$ cat src/rtl/pfm_pkg.sv
package pfm_pkg;
  typedef enum logic {
    MODE_ONCHIP   = 1'b0,
    MODE_EXTERNAL = 1'b1
  } fetch_mode_e;

  localparam int unsigned PFM_ADDR_W = 16;
  localparam int unsigned PFM_DATA_W = 8;
endpackage

$ cat src/rtl/pfm_mode_latch.sv
module pfm_mode_latch
  import pfm_pkg::*;
(
  input  logic        clk,
  input  logic        rst_n,
  input  logic        ext_sel_n,
  output logic        rst_int_n,
  output fetch_mode_e mode_o
);
  logic sync1_q, sync2_q;
  fetch_mode_e mode_q, mode_d;

  // reset asserts at once, releases after two clock edges
  always_ff @(posedge clk or negedge rst_n) begin
    if (!rst_n) begin
      sync1_q <= 1'b0;
      sync2_q <= 1'b0;
    end else begin
      sync1_q <= 1'b1;
      sync2_q <= sync1_q;
    end
  end

  assign rst_int_n = sync2_q;

  // load the pin only while the internal reset is held
  always_comb begin
    mode_d = mode_q;
    if (!sync2_q) mode_d = ext_sel_n ? MODE_ONCHIP : MODE_EXTERNAL;
  end

  always_ff @(posedge clk) begin
    mode_q <= mode_d;
  end

  assign mode_o = mode_q;
endmodule

$ cat src/rtl/pfm_int_rom.sv
module pfm_int_rom #(
  parameter int unsigned ADDR_W = 16,
  parameter int unsigned DATA_W = 8,
  parameter logic [DATA_W-1:0] SALT = 8'h5A
) (
  input  logic              clk,
  input  logic              rst_n,
  input  logic              rd_en,
  input  logic [ADDR_W-1:0] rd_addr,
  output logic [DATA_W-1:0] rd_data
);
  localparam int unsigned SLICES = (ADDR_W + DATA_W - 1) / DATA_W;
  localparam int unsigned PAD_W  = SLICES * DATA_W;

  logic [PAD_W-1:0]  addr_pad;
  logic [DATA_W-1:0] fold [SLICES+1];
  logic [DATA_W-1:0] data_q, data_d;

  assign addr_pad = PAD_W'(rd_addr);
  assign fold[0]  = SALT;

  // computed content: salt xor every address slice
  for (genvar s = 0; s < SLICES; s++) begin : g_fold
    assign fold[s+1] = fold[s] ^ addr_pad[s*DATA_W +: DATA_W];
  end

  always_comb begin
    data_d = data_q;
    if (rd_en) data_d = fold[SLICES];
  end

  always_ff @(posedge clk or negedge rst_n) begin
    if (!rst_n) data_q <= '0;
    else        data_q <= data_d;
  end

  assign rd_data = data_q;
endmodule

$ cat src/rtl/pfm_ext_port.sv
module pfm_ext_port #(
  parameter int unsigned ADDR_W = 16,
  parameter int unsigned DATA_W = 8
) (
  input  logic              clk,
  input  logic              rst_n,
  input  logic              req,
  input  logic [ADDR_W-1:0] req_addr,
  input  logic [DATA_W-1:0] bus_data_i,
  output logic [ADDR_W-1:0] bus_addr_o,
  output logic              bus_strobe_o,
  output logic [DATA_W-1:0] cap_data_o,
  output logic              cap_vld_o
);
  logic [ADDR_W-1:0] addr_q, addr_d;
  logic              strobe_q;
  logic [DATA_W-1:0] data_q, data_d;
  logic              vld_q;

  always_comb begin
    addr_d = addr_q;
    data_d = data_q;
    if (req)      addr_d = req_addr;
    if (strobe_q) data_d = bus_data_i;
  end

  always_ff @(posedge clk or negedge rst_n) begin
    if (!rst_n) begin
      addr_q   <= '0;
      strobe_q <= 1'b0;
      data_q   <= '0;
      vld_q    <= 1'b0;
    end else begin
      addr_q   <= addr_d;
      strobe_q <= req;
      data_q   <= data_d;
      vld_q    <= strobe_q;
    end
  end

  assign bus_addr_o   = addr_q;
  assign bus_strobe_o = strobe_q;
  assign cap_data_o   = data_q;
  assign cap_vld_o    = vld_q;
endmodule

$ cat src/rtl/pfm_fetch_mapper.sv
module pfm_fetch_mapper
  import pfm_pkg::*;
#(
  parameter int unsigned ADDR_W = PFM_ADDR_W,
  parameter int unsigned DATA_W = PFM_DATA_W,
  parameter logic [ADDR_W-1:0] ONCHIP_TOP = 16'hF7FF,
  parameter logic [DATA_W-1:0] NOP_CODE   = 8'h00,
  parameter logic [DATA_W-1:0] ROM_SALT   = 8'h5A
) (
  input  logic              clk,
  input  logic              rst_n,
  input  logic              ext_sel_n,
  input  logic              fetch_req,
  input  logic [ADDR_W-1:0] fetch_addr,
  input  logic [DATA_W-1:0] ext_data_i,
  output logic [ADDR_W-1:0] ext_addr_o,
  output logic              ext_strobe_o,
  output logic [DATA_W-1:0] opcode_o,
  output logic              opcode_vld_o
);
  logic        rst_int_n;
  fetch_mode_e mode;
  logic        in_range;
  logic        req_rom, req_nop, req_ext;
  logic        rom_vld_q, nop_vld_q;
  logic [DATA_W-1:0] rom_data, ext_data;
  logic        ext_vld;

  pfm_mode_latch u_mode (
    .clk       (clk),
    .rst_n     (rst_n),
    .ext_sel_n (ext_sel_n),
    .rst_int_n (rst_int_n),
    .mode_o    (mode)
  );

  assign in_range = (fetch_addr <= ONCHIP_TOP);
  assign req_ext  = rst_int_n && fetch_req && (mode == MODE_EXTERNAL);
  assign req_rom  = rst_int_n && fetch_req && (mode == MODE_ONCHIP) && in_range;
  assign req_nop  = rst_int_n && fetch_req && (mode == MODE_ONCHIP) && !in_range;

  pfm_int_rom #(.ADDR_W(ADDR_W), .DATA_W(DATA_W), .SALT(ROM_SALT)) u_rom (
    .clk     (clk),
    .rst_n   (rst_int_n),
    .rd_en   (req_rom),
    .rd_addr (fetch_addr),
    .rd_data (rom_data)
  );

  pfm_ext_port #(.ADDR_W(ADDR_W), .DATA_W(DATA_W)) u_ext (
    .clk          (clk),
    .rst_n        (rst_int_n),
    .req          (req_ext),
    .req_addr     (fetch_addr),
    .bus_data_i   (ext_data_i),
    .bus_addr_o   (ext_addr_o),
    .bus_strobe_o (ext_strobe_o),
    .cap_data_o   (ext_data),
    .cap_vld_o    (ext_vld)
  );

  always_ff @(posedge clk or negedge rst_int_n) begin
    if (!rst_int_n) begin
      rom_vld_q <= 1'b0;
      nop_vld_q <= 1'b0;
    end else begin
      rom_vld_q <= req_rom;
      nop_vld_q <= req_nop;
    end
  end

  always_comb begin
    opcode_o = NOP_CODE;
    if (rom_vld_q)    opcode_o = rom_data;
    else if (ext_vld) opcode_o = ext_data;
  end

  assign opcode_vld_o = rom_vld_q | nop_vld_q | ext_vld;
endmodule

$ cat config.mk
export PLATFORM = sky130hd
export DESIGN_NAME = pfm_fetch_mapper
export DESIGN_NICKNAME = d
export VERILOG_FILES = /design/src/rtl/pfm_pkg.sv /design/src/rtl/pfm_mode_latch.sv /design/src/rtl/pfm_int_rom.sv /design/src/rtl/pfm_ext_port.sv /design/src/rtl/pfm_fetch_mapper.sv
export SDC_FILE = /design/constraint.sdc
export NUM_CORES = 1
export LEC_CHECK = 0
export BUFFER_PORTS_ARGS = -buffer_cell sky130_fd_sc_hd__buf_2
export CORE_MARGIN = 3
export CORE_UTILIZATION = 52
export CTS_CLUSTER_DIAMETER = 80
export CTS_CLUSTER_SIZE = 8
export DETAILED_ROUTE_END_ITERATION = 10
export PLACE_DENSITY = 0.9
export SLEW_MARGIN = 20
export SYNTH_ARGS = -nofsm -noshare
export SYNTH_HDL_FRONTEND = slang
export SYNTH_SLANG_ARGS = --single-unit
$ cat constraint.sdc
create_clock -name clk -period 3.8 [get_ports clk]
set_input_delay 0.19 -clock clk [delete_from_list [all_inputs] [get_ports clk]]
set_output_delay 0.19 -clock clk [all_outputs]
set_load 0.02 [all_outputs]
==> flow_metrics.env <==
export IMPL_power_switching_mw=0.275
export IMPL_peakVddDrop_uv=347
export IMPL_grtUsageTotal=0.182
export IMPL_netlist_area_sq_um=1590
export IMPL_post_cts_resized=0
export IMPL_fin_crit_ps=1890
export IMPL_slew_violations=0
export IMPL_drtIter0Drc=8
export IMPL_seq_power_share=0.562
export IMPL_pwr_share_comb=0.229
export IMPL_h_tree_depth=2
export IMPL_insertion_delay_ps=340
export IMPL_placed_cells=186
export IMPL_wl_per_cell_microns=15.3
export IMPL_layout_nets=191
export IMPL_yosysWarnings=0
export IMPL_power_density_nw_per_um2=483
export IMPL_p_leak_nw=0.953
export IMPL_clockBufferDepth=2
export IMPL_synth_distinct_cells=20
export IMPL_cts_buffers=5
export IMPL_rr_worst_depth=3
export IMPL_cts_tree="built"
export IMPL_fmax_mhz=530
export IMPL_diodes=0
export IMPL_antenna_left=0
export IMPL_final_core_util=0.687
export IMPL_route_detailed_drc=0
export IMPL_dpl_hpwl_microns=2340
export IMPL_crit_path_max_fanout=11
export IMPL_final_cell_mix="buf_2, dfrtp_1, mux2_2, a22o_1, clkbuf_4"
export IMPL_finalSetupViolations=0
export IMPL_dieArea_sq_um=3750
export IMPL_final_common_cell="buf_2"
export IMPL_port_buffers=53
export IMPL_finalNonFillerCells=195
export IMPL_gp_congestion=0.783
export IMPL_min_period_over_period=0.497
export IMPL_worst_ep_required_time_ps=3610
export IMPL_skew_ps=3.94
export IMPL_grt_overflow=0
export IMPL_ys_seq_area_frac=0.618
export IMPL_startpoint_type="flip-flop"
export IMPL_end_kind="primary output"
export IMPL_clock_sinks=39
export IMPL_hold_slack_ps=77.3
export IMPL_synth_area_per_cell_sq_um=15.1
export IMPL_dpl_cell_area_sq_um=1880
export IMPL_setup_tns_final_ps=0
export IMPL_p_clk_frac=0.209
export IMPL_hold_viol=0
export IMPL_num_vias=1031
export IMPL_grt_first_pass_wirelength_microns=4760
export IMPL_synthCells=105
export IMPL_worst_hold_path_type="primary input to flip-flop"
export IMPL_core_area_sq_um=2830
export IMPL_crit_arrival_ps=1700
export IMPL_synth_nets=133
export IMPL_cts_clk_slew_worst_paths_ps=110
export IMPL_drive_gt1_frac=0.579
export IMPL_root_buffer="clkbuf_4"
export IMPL_drv_cap=0
export IMPL_grt_pass1_vias=1049
export IMPL_drtPass1Iterations=3
export IMPL_rsz0062_at_grt="false"
export IMPL_netSwitchingFraction=0.293
export IMPL_grt_max_degree=38
export IMPL_drt_total_wl_microns=2980
export IMPL_whs_path_depth=2
export IMPL_p_int_mw=0.663
export IMPL_die_w_microns=61.3
export IMPL_die_y_microns=61.3
export IMPL_status="complete, no violations"
export IMPL_antenna_found_initial=0
export IMPL_ioPinCount=54
export IMPL_initial_core_util=0.561
export IMPL_via_per_inst=5.29
export IMPL_num_rows=19
export IMPL_area_growth_pct=22.4
export IMPL_post_route_cell_area_sq_um=1940
export IMPL_critical_path_class="flip-flop to primary output"
export IMPL_synth_seq_cells=39
==> final timing paths <==
check                                 start                   to  slack (ps)
setup / recovery                  rom_vld_q          opcode_o[2]        1910
hold / removal                ext_data_i[3]  u_ext.cap_data_o[3]          80
setup reg to reg              u_mode.mode_o     u_rom.rd_data[4]        2330
hold reg to reg              u_mode.sync1_q     u_mode.rst_int_n         370
max in group asynchronous  u_mode.rst_int_n  u_ext.bus_addr_o[9]        3080
min in group asynchronous             rst_n       u_mode.sync1_q         140
==> registers in the layout, summed over array words and instances, names as in the netlist <==
name	count
nop_vld_q	1
rom_vld_q	1
u_ext.bus_addr_o	16
u_ext.bus_strobe_o	1
u_ext.cap_data_o	8
u_ext.cap_vld_o	1
u_mode.mode_o	1
u_mode.rst_int_n	1
u_mode.sync1_q	1
u_rom.rd_data	8
==> power by group through the flow <==
| stage | clock network (mW) | logic (mW) | registers [mW] |
|---|---|---|---|
| floorplan | 0 | 0.0961 | 0.572 |
| global placement | 0 | 0.210 | 0.532 |
| detailed placement | 0 | 0.217 | 0.537 |
| CTS | 0.206 | 0.218 | 0.529 |
| global route | 0.220 | 0.232 | 0.536 |
| finish | 0.196 | 0.215 | 0.527 |
==> Yosys cell counts, drive strengths merged <==
cell / n / share of area
xnor2: 4 / 0.022
xor2: 4 / 0.022
mux2: 32 / 0.23
nor2b: 1 / 0.0039
clkbuf: 3 / 0.0071
o21ai: 1 / 0.0031
or3: 1 / 0.0039
a22o: 7 / 0.039
nand3: 2 / 0.0095
buf: 1 / 0.0031
and3: 1 / 0.0071
a31oi: 1 / 0.013
nand3b: 1 / 0.0047
edfxtp: 1 / 0.019
inv: 3 / 0.0071
nor2: 1 / 0.0024
nand2: 2 / 0.0047
dfrtp: 38 / 0.60
conb: 1 / 0.0024
==> through the flow <==
step | power (mW) | setup slack, ps
3_5_place_dp | 0.754 | 2290
3_3_place_gp | 0.742 | 2360
6_report | 0.938 | 1910
4_1_cts | 0.953 | 1900
5_1_grt | 0.988 | 1820
2_1_floorplan | 0.668 | 1570
==> metal layers <==
| layer | vias up | routed length [microns] | part of all wire | global-route usage |
|---|---|---|---|---|
| met1 | 497 | 1250 | 0.42 | 0.227 |
| li1 | 486 | - | - | - |
| met4 | 0 | 54 | 0.018 | 0.0836 |
| met2 | 40 | 1460 | 0.49 | 0.293 |
| met5 | - | 0 | 0 | 0 |
| met3 | 8 | 219 | 0.074 | 0.0503 |
==> critical path: stages, from the launching register on <==
cell and delay, ps:
dfrtp_1 520, nor2b_1 450, a22o_1 230, buf_2 170
==> area by class of cell <==
class | instances | area (sq um)
fillers | 213 | 886
multi-input cells | 59 | 579
inverters | 3 | 11.3
clock buffers | 7 | 45.0
repair buffers | 55 | 283
well taps | 31 | 38.8
flip-flops and latches | 39 | 981
clock inverters | 1 | 5.00
==> repair_timing <==
action	in CTS	in global routing
hold buffers	1	0
buffers inserted	0	0
endpoints found under the hold margin	2	0
==> logic make-up after synthesis <==
logic type,after synthesis,synth area share
other,1,0.00236
xor gates and xnor gates,8,0.0441
buffers and inverters,7,0.0173
muxes,32,0.227
AOI/OAI and AO/OA,9,0.0552
DFF,39,0.618
and+or+nand+nor,9,0.0363
Note: power is estimated with default switching activity, not from simulation.
